### config.mk
export PLATFORM = sky130hd
export DESIGN_NAME = irq_presenter
export DESIGN_NICKNAME = d
export VERILOG_FILES = /design/src/rtl/ipr_pkg.sv /design/src/rtl/ipr_slot_cmp.sv /design/src/rtl/ipr_strobe_reg.sv /design/src/rtl/irq_presenter.sv
export SDC_FILE = /design/constraint.sdc
export NUM_CORES = 1
export LEC_CHECK = 0
export CORE_MARGIN = 2
export CORE_UTILIZATION = 45
export CTS_BUF_LIST = sky130_fd_sc_hd__clkbuf_8
export DETAILED_ROUTE_END_ITERATION = 6
export GPL_TIMING_DRIVEN = 0
export PLACE_DENSITY_LB_ADDON = 0.25
export SLEW_MARGIN = 20
export SYNTH_ARGS = -nofsm -noshare
export SYNTH_HDL_FRONTEND = slang
export SYNTH_HIERARCHICAL = 1
export SYNTH_SLANG_ARGS = --single-unit
### constraint.sdc
create_clock -name clk -period 3.78 [get_ports clk]
set_input_delay 0.756 -clock clk [delete_from_list [all_inputs] [get_ports clk]]
set_output_delay 0.756 -clock clk [all_outputs]
set_load 0.02 [all_outputs]
### src/rtl/ipr_pkg.sv
package ipr_pkg;
  typedef enum logic [2:0] {
    OP_ACCEPT   = 3'd0,
    OP_POLL     = 3'd1,
    OP_SET_PRIO = 3'd2,
    OP_SET_IPI  = 3'd3,
    OP_EOI      = 3'd4
  } ipr_op_e;
endpackage

### src/rtl/ipr_slot_cmp.sv
// Decides whether a candidate priority may take the pending slot.
module ipr_slot_cmp #(
  parameter int PRIO_W = 8
) (
  input  logic [PRIO_W-1:0] cur_prio,
  input  logic              pend_busy,
  input  logic [PRIO_W-1:0] pend_prio,
  input  logic [PRIO_W-1:0] cand_prio,
  output logic              wins
);
  logic beats_cpu;
  logic blocked;

  always_comb begin
    beats_cpu = cand_prio < cur_prio;
    blocked   = pend_busy && (pend_prio <= cand_prio);
    wins      = beats_cpu && !blocked;
  end
endmodule

### src/rtl/ipr_strobe_reg.sv
// One-cycle strobe with a payload that loads only when the strobe fires.
module ipr_strobe_reg #(
  parameter int W = 24
) (
  input  logic         clk,
  input  logic         rst_n,
  input  logic         v_d,
  input  logic [W-1:0] data_d,
  output logic         v_q,
  output logic [W-1:0] data_q
);
  always_ff @(posedge clk or negedge rst_n) begin
    if (!rst_n) begin
      v_q    <= 1'b0;
      data_q <= '0;
    end else begin
      v_q <= v_d;
      if (v_d) data_q <= data_d;
    end
  end
endmodule

### src/rtl/irq_presenter.sv
module irq_presenter
  import ipr_pkg::*;
#(
  parameter int SRC_W   = 24,
  parameter int PRIO_W  = 8,
  parameter int IPI_SRC = 2
) (
  input  logic                      clk,
  input  logic                      rst_n,
  input  logic                      req_valid,
  input  logic [SRC_W-1:0]          req_src,
  input  logic [PRIO_W-1:0]         req_prio,
  input  logic                      op_valid,
  input  logic [2:0]                op_code,
  input  logic [SRC_W+PRIO_W-1:0]   op_wdata,
  output logic                      irq_out,
  output logic                      rd_valid,
  output logic [SRC_W+PRIO_W-1:0]   rd_data,
  output logic [PRIO_W-1:0]         rd_ipi,
  output logic                      rej_a_valid,
  output logic [SRC_W-1:0]          rej_a_src,
  output logic                      rej_b_valid,
  output logic [SRC_W-1:0]          rej_b_src,
  output logic                      eoi_valid,
  output logic [SRC_W-1:0]          eoi_src,
  output logic                      resend_req
);
  localparam int REG_W = SRC_W + PRIO_W;
  localparam int RD_W  = REG_W + PRIO_W;
  localparam logic [PRIO_W-1:0] PRIO_NONE = '1;
  localparam logic [SRC_W-1:0]  IPI_NUM   = SRC_W'(IPI_SRC);

  // state registers
  logic [PRIO_W-1:0] cppr_q, cppr_d;
  logic [SRC_W-1:0]  xisr_q, xisr_d;
  logic [PRIO_W-1:0] pprio_q, pprio_d;
  logic [PRIO_W-1:0] mfrr_q, mfrr_d;
  logic              ipi_q, ipi_d;
  logic              irq_q, irq_d;
  logic              resend_q, resend_d;

  // strobe next values
  logic              rej_a_v_d, rej_b_v_d, eoi_v_d, rd_v_d;
  logic [SRC_W-1:0]  rej_a_s_d, rej_b_s_d, eoi_s_d;
  logic [RD_W-1:0]   rd_d, rd_q;

  ipr_op_e           op_e;
  logic              pend_busy;
  logic [PRIO_W-1:0] w_lo, w_hi, rs_prio;
  logic              req_wins, ipi_wr_wins, ipi_rs_wins;

  assign op_e      = ipr_op_e'(op_code);
  assign pend_busy = (xisr_q != '0);
  assign w_lo      = op_wdata[PRIO_W-1:0];
  assign w_hi      = op_wdata[REG_W-1 -: PRIO_W];
  assign rs_prio   = (op_e == OP_EOI) ? w_hi : w_lo;

  ipr_slot_cmp #(.PRIO_W(PRIO_W)) u_req_cmp (
    .cur_prio(cppr_q), .pend_busy(pend_busy), .pend_prio(pprio_q),
    .cand_prio(req_prio), .wins(req_wins));

  ipr_slot_cmp #(.PRIO_W(PRIO_W)) u_ipi_wr_cmp (
    .cur_prio(cppr_q), .pend_busy(pend_busy), .pend_prio(pprio_q),
    .cand_prio(w_lo), .wins(ipi_wr_wins));

  // replay path: slot is known empty when it is used
  ipr_slot_cmp #(.PRIO_W(PRIO_W)) u_ipi_rs_cmp (
    .cur_prio(rs_prio), .pend_busy(1'b0), .pend_prio(PRIO_NONE),
    .cand_prio(mfrr_q), .wins(ipi_rs_wins));

  always_comb begin
    cppr_d = cppr_q; xisr_d = xisr_q; pprio_d = pprio_q; mfrr_d = mfrr_q;
    ipi_d = ipi_q; irq_d = irq_q; resend_d = 1'b0;
    rej_a_v_d = 1'b0; rej_a_s_d = xisr_q;
    rej_b_v_d = 1'b0; rej_b_s_d = req_src;
    eoi_v_d = 1'b0;   eoi_s_d = op_wdata[SRC_W-1:0];
    rd_v_d = 1'b0;    rd_d = {cppr_q, xisr_q, mfrr_q};

    if (op_valid) begin
      rej_b_v_d = req_valid;
      unique case (op_e)
        OP_ACCEPT: begin
          rd_v_d = 1'b1;
          irq_d = 1'b0; cppr_d = pprio_q; xisr_d = '0;
          pprio_d = PRIO_NONE; ipi_d = 1'b0;
        end
        OP_POLL: rd_v_d = 1'b1;
        OP_SET_PRIO: begin
          cppr_d = w_lo;
          if (w_lo < cppr_q) begin
            if (pend_busy && (w_lo <= pprio_q)) begin
              rej_a_v_d = !ipi_q;
              xisr_d = '0; pprio_d = PRIO_NONE; ipi_d = 1'b0; irq_d = 1'b0;
            end
          end else if (!pend_busy) begin
            resend_d = 1'b1;
            if (ipi_rs_wins) begin
              xisr_d = IPI_NUM; pprio_d = mfrr_q; ipi_d = 1'b1; irq_d = 1'b1;
            end
          end
        end
        OP_SET_IPI: begin
          mfrr_d = w_lo;
          if (ipi_wr_wins) begin
            rej_a_v_d = pend_busy && !ipi_q;
            xisr_d = IPI_NUM; pprio_d = w_lo; ipi_d = 1'b1; irq_d = 1'b1;
          end
        end
        OP_EOI: begin
          cppr_d = w_hi;
          eoi_v_d = 1'b1;
          if (!pend_busy) begin
            resend_d = 1'b1;
            if (ipi_rs_wins) begin
              xisr_d = IPI_NUM; pprio_d = mfrr_q; ipi_d = 1'b1; irq_d = 1'b1;
            end
          end
        end
        default: ;
      endcase
    end else if (req_valid) begin
      if (req_wins) begin
        rej_a_v_d = pend_busy && !ipi_q;
        xisr_d = req_src; pprio_d = req_prio; ipi_d = 1'b0; irq_d = 1'b1;
      end else begin
        rej_b_v_d = 1'b1;
      end
    end
  end

  always_ff @(posedge clk or negedge rst_n) begin
    if (!rst_n) begin
      cppr_q <= '0; xisr_q <= '0; pprio_q <= PRIO_NONE; mfrr_q <= PRIO_NONE;
      ipi_q <= 1'b0; irq_q <= 1'b0; resend_q <= 1'b0;
    end else begin
      cppr_q <= cppr_d; xisr_q <= xisr_d; pprio_q <= pprio_d; mfrr_q <= mfrr_d;
      ipi_q <= ipi_d; irq_q <= irq_d; resend_q <= resend_d;
    end
  end

  ipr_strobe_reg #(.W(SRC_W)) u_rej_a (.clk(clk), .rst_n(rst_n),
    .v_d(rej_a_v_d), .data_d(rej_a_s_d), .v_q(rej_a_valid), .data_q(rej_a_src));
  ipr_strobe_reg #(.W(SRC_W)) u_rej_b (.clk(clk), .rst_n(rst_n),
    .v_d(rej_b_v_d), .data_d(rej_b_s_d), .v_q(rej_b_valid), .data_q(rej_b_src));
  ipr_strobe_reg #(.W(SRC_W)) u_eoi (.clk(clk), .rst_n(rst_n),
    .v_d(eoi_v_d), .data_d(eoi_s_d), .v_q(eoi_valid), .data_q(eoi_src));
  ipr_strobe_reg #(.W(RD_W)) u_rd (.clk(clk), .rst_n(rst_n),
    .v_d(rd_v_d), .data_d(rd_d), .v_q(rd_valid), .data_q(rd_q));

  assign rd_data    = rd_q[RD_W-1 -: REG_W];
  assign rd_ipi     = rd_q[PRIO_W-1:0];
  assign irq_out    = irq_q;
  assign resend_req = resend_q;
endmodule

==> results of run 1 <==
cells in the final DEF, fill, tap and decap left out, types with 12 or more instances in the layout:
master,n
a21o_1,13
a21oi_1,23
a22o_1,23
buf_6,15
clkbuf_8,17
clkdlybuf4s50_1,177
dfrtp_1,151
dfstp_2,16
ha_1,57
inv_1,58
mux2_2,64
mux2_4,62
nand2_1,31
nand3_1,12
per-stage QoR:
step / area [µm²] / total power [mW]
after floorplan: 8995 / 4.921
final: 11930 / 7.973
after detailed placement: 11230 / 6.396
after global placement: 11190 / 6.319
after CTS: 11780 / 7.903
after global routing: 11930 / 8.450
per-layer routing:
layer,vias up,global-route usage,routed length [µm]
met4,0,0.06584,514
met3,47,0.05440,1399
met1,3241,0.3073,10390
met5,-,0,0
met2,244,0.3657,11110
li1,3043,-,-
worst min path at each step:
| stage | endpoint | start | depth (start not counted) | slack (ns) |
|---|---|---|---|---|
| after CTS | u_rej_a/data_q[17] | rst_n | 1 | 0.30 |
| after global routing | u_rej_a/data_q[17] | rst_n | 1 | 0.30 |
| after floorplan | u_rej_a/v_q | ipi_q | 1 | 0.42 |
| after global placement | u_rej_a/v_q | ipi_q | 1 | 0.44 |
| final | u_rej_a/data_q[17] | rst_n | 1 | 0.29 |
| after detailed placement | u_rej_a/v_q | ipi_q | 1 | 0.44 |
final cells by class:
class	instances	area share
Sequential cell	167	0.3519
Multi-Input combinational cell	450	0.3678
Clock inverter	15	0.01709
Buffer	36	0.02968
Clock buffer	17	0.01961
Tap cell	265	0.02779
Inverter	64	0.02013
Timing Repair Buffer	197	0.1660
Yosys cell counts, types with 12 or more instances:
cell	count
dfrtp_1	151
nand2_1	31
a21oi_1	25
a21o_1	13
mux2_2	66
buf_6	13
ha_1	60
inv_1	62
mux2_4	60
a22o_1	23
nand3_1	12
dfstp_2	16
power by group:
group / internal (mW) / switching [mW]
sequential: 2.42 / 0.580
combinational: 1.93 / 1.68
clock: 0.572 / 0.791
sequential cells by signal, indices dropped and copies added, names as in the netlist:
register,count
u_rd/data_q,40
rej_a_s_d,24
u_eoi/data_q,24
u_rej_a/data_q,24
u_rej_b/data_q,24
cppr_q,8
mfrr_q,8
pprio_q,8
ipi_q,1
irq_out,1
resend_req,1
u_eoi/v_q,1
u_rd/v_q,1
u_rej_a/v_q,1
u_rej_b/v_q,1
logic make-up after synthesis:
family | synth area share
adders and majority gates | 0.08395
muxes | 0.1939
DFF | 0.4696
and+or+nand+nor | 0.05919
other | 0.0008398
AOI/OAI and AO/OA | 0.1282
buffers and inverters | 0.06436
what timing repair did:
item                                    4_1_cts  5_1_grt
pin swaps                                     4       10
gates resized for setup                      16       34
buffers inserted                              5        5
cloned                                        1        0
hold buffers                                  0        0
endpoints found under the setup margin       78       52
==> results by group, run 1 <==
Global routing
  • Global route overflow: 0
  • Initial antenna violation count: 0
  • Number of global-route vias before repair: 6732
  • First-pass GRT wire length: 37650 µm
  • Overall global routing resource usage: 0.2274
  • Largest net degree at the start of global routing: 93

Die
  • FP Rows: 51
  • Die extent in y: 145.0 µm
  • Initial Util: 0.4595
  • I/O Pins: 189
  • Core footprint: 19460 µm²
  • Die area: 21010 µm²
  • Die W: 145.0 µm

STA
  • Fin. Hold Viols: 0
  • Post-route minimum period: 3.669 ns
  • Setup TNS: 0 ns
  • Slew headroom: 0.4829
  • Setup WS post-layout: 0.1107 ns
  • Slew Limit Fails: 0
  • Final setup vio count: 0
  • Hold slack final: 0.2940 ns
  • Fmax: 0.2725 GHz
  • Fin Clk Skew: 0.01919 ns
  • Period utilization: 0.9707
  • Worst-margin pin slew: 0.7714 ns

Critical path
  • R2r endpoint: u_rej_a/data_q[13]
  • Crit end category: register
  • WP buf/inv: 6
  • Critical path's largest stage delay: 0.34 ns
  • Stages on worst setup path: 17
  • Type of origin of the critical path: input port
  • Crit path kind: input port to register
  • Worst path slowest cell: mux2_2
  • Reg-to-Reg Start: rej_a_s_d[0]
  • Worst r2r path cells: 14
  • CP startpoint: op_code[0]
  • Crit path to: pprio_q[3]
  • CP cell instances: buf_4, nand2b_4, buf_8, nor2_4, buf_6, mux2_2, inv_2, ha_4, and4_4, a221o_1, a2111oi_4, inv_2, nor3_4, buf_6, mux2i_2, o2111ai_2, a32o_2
  • R2R setup slack: 0.14 ns
  • Arrival time at the worst endpoint: 4.08 ns
  • Req. time, crit path: 4.19 ns
  • CP delay by family, top: compound AO/OA/AOI/OAI gates
  • Max Fanout on Critical Path: 10

Synth
  • Post-synthesis average cell area: 12.61 µm²
  • Count of different cell masters after synthesis: 57
  • Ys async rst share: 1.000
  • Post-synth EDFFs: 0
  • Area share of the largest cell type after synthesis: 0.4226
  • Post-synthesis cell area: 8942 µm²
  • Top post-synthesis cells by area: dfrtp_1 (42%), mux2_4 (10%), ha_1 (8.4%), mux2_2 (8.3%), dfstp_2 (4.7%)
  • Leading area contributor after synthesis: dfrtp_1
  • Register area share after synthesis: 0.4696
  • Synth warn: 6
  • Synthesis-stage register bit count: 167
  • Cells after synthesis: 709
  • Main synth FF type: dfrtp_1

Finish
  • Non-filler instance count after layout: 1211
  • Seq. cell area: 4199 µm²
  • Share of cells above drive strength 1: 0.2674
  • Final net count: 1064
  • Filler cells: 1594
  • ANT cells: 0
  • Multi-input gate area: 4388 µm²
  • Final design utilization: 0.6131
  • P&R area growth vs syn: 33.43%

Detailed routing
  • Drt wl/cell: 19.33 µm
  • DRT iter0 DRCs: 348
  • Vias per cell: 5.429
  • Final wirelength: 23410 µm
  • Post-DRT Antenna Nets: 0
  • Vias: 6575
  • Drt drc: 0
  • Total iterations of the first detailed-routing run: 6

Clock tree
  • Clk pin slew, worst setup/hold paths: 0.10 ns
  • Root buf cell: clkbuf_8
  • Clock Latency Late Sink: 0.48 ns
  • Clk sinks: 167
  • H-tree depth: 4
  • CTS tree: yes
  • Total CTS buffers: 17
  • Max clock buf depth: 2

Placed design
  • Routability congestion estimate: 0.8738
  • Pre-CTS setup slack: -0.9914 ns
  • Placed cell count: 1169
  • Port bufs: 186
  • Post-DP HPWL: 16780 µm

Job
  • Max cap viols: 0

Outcome
  • Status: complete, no violations

Pwr
  • PD cells: 668.2 nW/µm²
  • Leak Pwr: 5.443 nW
  • Peak supply drop: 0.3229 mV

Hold path
  • Hold Crit Class: input port to asynchronous set/reset pin
No activity file was read; power rests on OpenSTA's default activity.
==> run 2: changes to the inputs <==
--- a/config.mk
+++ b/config.mk
@@ -7,7 +7,6 @@
 export LEC_CHECK = 0
 export CORE_MARGIN = 2
 export CORE_UTILIZATION = 45
-export CTS_BUF_LIST = sky130_fd_sc_hd__clkbuf_8
 export DETAILED_ROUTE_END_ITERATION = 6
 export GPL_TIMING_DRIVEN = 0
 export PLACE_DENSITY_LB_ADDON = 0.25
==> run 2 against run 1 <==
Compared with the run above:
- die area unchanged
- clock skew decreased by 0.0035 ns
- critical path depth unchanged
- highest routed layer unchanged
- worst setup slack improved by 0.014 ns
- largest power group unchanged
- routed wire length increased by 0.91%
- sequential cell count unchanged
==> results by group, run 2 (same netlist as run 1, synthesis figures left out) <==
STA
  • Post-route minimum period: 3.655 ns
  • Fin. Hold Viols: 0
  • Slew headroom: 0.5059
  • RSZ-0062 raised after global routing: true
  • Hold slack final: 0.3234 ns
  • Slew Limit Fails: 0
  • Fmax: 0.2736 GHz
  • Period utilization: 0.9669
  • Final setup vio count: 0
  • Fin Clk Skew: 0.01573 ns
  • Worst-margin pin slew: 0.7372 ns

Finish
  • Most frequent cells in the layout: clkdlybuf4s50_1 (177), dfrtp_1 (151), mux2_4 (64), mux2_2 (62), inv_1 (58)
  • ANT cells: 0
  • Share of cells above drive strength 1: 0.2693
  • Max reg flops: 40
  • P&R area growth vs syn: 35.68%
  • Commonest non-fill, non-tap cell in the layout: clkdlybuf4s50_1
  • Post-Layout Inst Area: 12130 µm²
  • Final net count: 1065
  • Top reg by flops: u_rd/data_q
  • Non-filler instance count after layout: 1212

Critical path
  • Req. time, crit path: 4.15 ns
  • Crit end category: register
  • Type of origin of the critical path: input port
  • Max Fanout on Critical Path: 8
  • CP startpoint: op_code[2]
  • Crit path kind: input port to register
  • Reg-to-Reg Start: rej_a_s_d[0]
  • Arrival time at the worst endpoint: 4.03 ns

Detailed routing
  • Drt wl/cell: 19.49 µm
  • Post-DRT Antenna Nets: 0
  • Vias per cell: 5.468
  • Vias: 6627
  • Total iterations of the first detailed-routing run: 6
  • Drt drc: 0
  • DRT iter0 DRCs: 322
  • Final wirelength: 23620 µm

Hold path
  • Hold Crit Class: input port to asynchronous set/reset pin

Job
  • Max cap viols: 0

Placed design
  • Placed cell areas: 11230 µm²
  • Placed cell count: 1169
  • Routability congestion estimate: 0.8738
  • Port bufs: 186
  • Post-DP HPWL: 16780 µm

Clock tree
  • CTS tree: yes
  • Max clock buf depth: 2
  • Root buf cell: clkbuf_16
  • Clk pin slew, worst setup/hold paths: 0.08 ns
  • Clk sinks: 167
  • Clock Latency Late Sink: 0.45 ns
  • Total CTS buffers: 17
  • H-tree depth: 4

Global routing
  • Number of global-route vias before repair: 6739
  • Largest net degree at the start of global routing: 93
  • Initial antenna violation count: 0
  • Global route overflow: 0
  • Overall global routing resource usage: 0.2297
  • First-pass GRT wire length: 37900 µm

Outcome
  • Status: complete, no violations

Die
  • I/O Pins: 189
  • Initial Util: 0.4595
  • Die area: 21010 µm²
  • Core footprint: 19460 µm²
  • FP Rows: 51
  • Die extent in y: 145.0 µm
  • Die W: 145.0 µm

Pwr
  • PD cells: 696.2 nW/µm²
  • Leak Pwr: 5.512 nW
  • Peak supply drop: 0.3361 mV
==> run 2: layout make-up <==
cell class                 instances  area, µm²
timing repair buffer             198       1977
clock inverter                    15      203.9
clock buffer                      17      425.4
multi-input combinational        450       4402
tap                              265      331.6
fill                            1557       7330
buffer                            36      354.1
sequential                       167       4199
inverter                          64      240.2
==> run 2: final timing paths <==
| path | slack, ns | to | cells after the start |
|---|---|---|---|
| max in group asynchronous | 2.60 | mfrr_q[2] | 2 |
| worst min register to register | 0.47 | u_rej_a/v_q | 1 |
| worst max-delay path | 0.13 | pprio_q[3] | 17 |
| worst min-delay path | 0.32 | u_rej_a/data_q[17] | 1 |
| worst max register to register | 0.14 | u_rej_a/data_q[6] | 14 |
| min in group clk | 0.47 | u_rej_a/v_q | 1 |
==> run 2: what timing repair did <==
action	CTS	global route
buffers inserted	5	6
hold buffers	0	0
endpoints found under the setup margin	78	52
cloned	1	0
pin swaps	4	10
resized for setup	19	35
==> run 2: routing by layer <==
layer / track usage / share of wire / vias up
met5: 0 / 0 / -
met4: 0.08168 / 0.026 / 0
met3: 0.05252 / 0.065 / 60
met2: 0.3650 / 0.47 / 254
met1: 0.3094 / 0.44 / 3260
li1: - / - / 3053
==> run 2: worst max-delay path, stage by stage <==
cell,delay (ns)
clkbuf_2,0.18
nand2b_4,0.07
buf_8,0.13
nor2_4,0.11
buf_6,0.13
mux2_4,0.31
inv_2,0.07
ha_4,0.20
and4_4,0.18
a221o_1,0.34
a2111oi_4,0.32
inv_2,0.09
nor3_4,0.25
buf_6,0.17
mux2i_2,0.22
o2111ai_2,0.17
a32o_2,0.31
==> run 2: stage by stage <==
stage | setup WS, ns | utilization | total power, mW | TNS, ns
floorplan | 0.001746 | - | 4.921 | 0
global placement | -5.065 | 0.5749 | 6.319 | -847.15
detailed placement | -0.9914 | 0.5768 | 6.396 | -40.77
CTS | 0.003260 | 0.6140 | 8.350 | 0
global route | -0.02588 | 0.6234 | 8.919 | -0.09361
finish | 0.1252 | 0.6234 | 8.447 | 0
==> run 2: power breakdown <==
group | switching (mW) | internal, mW | leakage (nW)
Clock | 0.857 | 0.960 | 0.301
Sequential | 0.589 | 2.43 | 2.09
Combinational | 1.68 | 1.94 | 3.12
Total | 3.13 | 5.32 | 5.51
==> run 3: changes to the inputs <==
--- a/config.mk
+++ b/config.mk
@@ -13,5 +13,4 @@
 export SLEW_MARGIN = 20
 export SYNTH_ARGS = -nofsm -noshare
 export SYNTH_HDL_FRONTEND = slang
-export SYNTH_HIERARCHICAL = 1
 export SYNTH_SLANG_ARGS = --single-unit
==> run 3 against run 2 <==
Compared with the run above:
- register-to-register slack improved by 0.58 ns
- sequential share of layout area up 5.0 points
- worst setup slack lost 0.035 ns
- routed wire length shrank 13%
- clock skew is 0.0084 ns lower
- sequential cell count unchanged
- die area down 13%
- fmax is 0.94% lower
==> results by group, run 3 <==
Clock tree
  • CTS tree: yes
  • Clk pin slew, worst setup/hold paths: 0.07 ns
  • Clk sinks: 167
  • Max clock buf depth: 2
  • Root buf cell: clkbuf_16
  • Clock Latency Late Sink: 0.43 ns
  • H-tree depth: 4
  • Total CTS buffers: 17

Global routing
  • Number of global-route vias before repair: 5997
  • Overall global routing resource usage: 0.2304
  • First-pass GRT wire length: 32150 µm
  • Largest net degree at the start of global routing: 106
  • Initial antenna violation count: 0
  • Global route overflow: 0

STA
  • Setup TNS: 0 ns
  • Final setup vio count: 0
  • Period utilization: 0.9760
  • Slew headroom: 0.4116
  • Setup WS post-layout: 0.09064 ns
  • Post-route minimum period: 3.689 ns
  • Slew Limit Fails: 0
  • Worst-margin pin slew: 0.8759 ns
  • Hold slack final: 0.2674 ns
  • Fin. Hold Viols: 0
  • Fmax: 0.2711 GHz
  • Fin Clk Skew: 0.007354 ns

Detailed routing
  • DRT iter0 DRCs: 414
  • Vias: 5867
  • Post-DRT Antenna Nets: 0
  • Total iterations of the first detailed-routing run: 5
  • Final wirelength: 20590 µm
  • Drt wl/cell: 19.49 µm
  • Vias per cell: 5.556
  • Drt drc: 0

Finish
  • Max reg flops: 40
  • Most frequent cells in the layout: clkdlybuf4s50_1 (186), dfrtp_1 (151), mux2_2 (94), ha_1 (37), a21oi_1 (30)
  • Final design utilization: 0.6190
  • ANT cells: 0
  • Final net count: 926
  • P&R area growth vs syn: 36.34%
  • Commonest non-fill, non-tap cell in the layout: clkdlybuf4s50_1
  • Top reg by flops: u_rd.data_q
  • Share of cells above drive strength 1: 0.2214

Pwr
  • Leak Pwr: 4.694 nW
  • Reg power frac: 0.377
  • Comb power frac: 0.404
  • Int Pwr: 4.955 mW
  • Peak supply drop: 0.3803 mV
  • Clk pwr share: 0.218
  • Sw Share: 0.3631
  • P_sw: 2.826 mW
  • PD cells: 734.4 nW/µm²

Job
  • Max cap viols: 0

Critical path
  • CP startpoint: op_code[1]
  • R2R setup slack: 0.72 ns
  • Arrival time at the worst endpoint: 4.04 ns
  • Crit path kind: input port to register
  • Stages on worst setup path: 13
  • Worst path slowest cell: clkdlybuf4s50_1
  • Type of origin of the critical path: input port
  • Worst r2r path cells: 8
  • Req. time, crit path: 4.13 ns
  • CP delay by family, top: buffers and inverters
  • Critical path's largest stage delay: 0.49 ns
  • Reg-to-Reg Start: rej_a_s_d[22]
  • Crit path to: pprio_q[7]
  • Max Fanout on Critical Path: 10
  • R2r endpoint: pprio_q[7]
  • Crit end category: register
  • WP buf/inv: 4
  • CP cell instances: clkdlybuf4s50_1, or3b_4, buf_2, a21oi_1, ha_1, o211ai_1, nor2_1, o41ai_4, buf_4, and4b_1, buf_6, a311o_1, mux2_4

Synth
  • Ys async rst share: 1.000
  • Syn_nets: 717
  • Post-synthesis average cell area: 12.76 µm²
  • Area share of the largest cell type after synthesis: 0.4862
  • Synth warn: 0
  • Cells after synthesis: 609
  • Synthesis-stage register bit count: 167
  • Synth cell count leaders: dfrtp_1 (151), mux2_2 (94), ha_1 (37), a21oi_1 (30), nor2_1 (29)
  • Leading area contributor after synthesis: dfrtp_1
  • Top post-synthesis cells by area: dfrtp_1 (49%), mux2_2 (14%), ha_1 (6.0%), dfstp_2 (5.4%), mux2_1 (2.8%)
  • Main synth FF type: dfrtp_1
  • Count of different cell masters after synthesis: 55
  • Post-synth EDFFs: 0
  • Register area share after synthesis: 0.5403
  • Post-synthesis cell area: 7771 µm²
  • Most common cell in the netlist: dfrtp_1

Placed design
  • Port bufs: 187
  • Post-DP HPWL: 15180 µm
  • Pre-CTS setup slack: -0.4767 ns
  • Routability congestion estimate: 0.9396

Outcome
  • Status: complete, no violations

Die
  • Die W: 135.4 µm
  • I/O Pins: 189
  • Core footprint: 17120 µm²
  • Die extent in y: 135.4 µm
  • Die area: 18340 µm²
  • FP Rows: 48
  • Initial Util: 0.4540

Hold path
  • Hold Crit Class: input port to asynchronous set/reset pin
[run 3: kinds of logic (layout without fill, tap and decap cells)]
| logic type | Yosys count | after routing | share of synthesized area |
|---|---|---|---|
| simple gates | 104 | 104 | 0.07036 |
| flops | 167 | 167 | 0.5403 |
| fa+ha+maj | 37 | 37 | 0.05957 |
| compound gates | 127 | 127 | 0.1209 |
| buf+inv | 54 | 276 | 0.03284 |
| mux | 120 | 120 | 0.1760 |
[run 3: power groups by stage]
stage / Combinational (mW) / Clock, mW / Sequential [mW]
3_5_place_dp: 3.11 / 0 / 2.96
6_report: 3.15 / 1.70 / 2.93
2_1_floorplan: 1.29 / 0 / 3.34
5_1_grt: 3.37 / 1.82 / 3.02
3_3_place_gp: 3.05 / 0 / 2.92
4_1_cts: 3.13 / 1.74 / 2.94
[run 3: through the flow]
step | instance area [µm²] | cells | power (mW)
finish | 10600 | 1056 | 7.781
global route | 10600 | 1056 | 8.210
CTS | 10550 | 1054 | 7.813
detailed placement | 9957 | 1022 | 6.069
global placement | 9925 | 1021 | 5.969
floorplan | 7771 | 609 | 4.626
[run 3: how the worst min path moves through the flow]
stage	slack, ns	depth (start not counted)	from	endpoint
after global routing	0.29	1	rst_n	u_eoi.data_q[12]
after floorplan	0.46	0	rst_n	cppr_q[0]
final	0.27	1	rst_n	u_eoi.data_q[12]
after global placement	0.47	1	u_rej_a.data_q[5]	u_rej_a.data_q[5]
after CTS	0.27	1	rst_n	u_eoi.data_q[12]
after detailed placement	0.48	1	u_rej_a.data_q[21]	u_rej_a.data_q[21]
[run 3: what timing repair did]
action | 4_1_cts | 5_1_grt
buffers inserted | 0 | 2
pin swaps | 0 | 2
setup endpoints to repair | 5 | 25
hold buffers | 0 | 0
gates resized for setup | 1 | 11
endpoints found under the hold margin | 0 | 0
[run 3: layout make-up]
type | instances | area [µm²]
flip-flops and latches | 167 | 4199
clock inverters | 13 | 135.1
inverters | 27 | 101.3
clock buffers | 19 | 452.9
repair buffers | 190 | 1919
plain buffers | 27 | 167.7
well taps | 225 | 281.5
fillers | 1345 | 6521
multi-input cells | 388 | 3338
[run 3: metal layers]
metal  wire length [µm]  vias up  track usage  part of all wire
met1               8623     2911       0.2919              0.42
li1                   -     2684            -                 -
met2               9783      242       0.3731              0.48
met5                  0        -            0                 0
met4                427        0      0.08333             0.021
met3               1751       30      0.07333             0.085
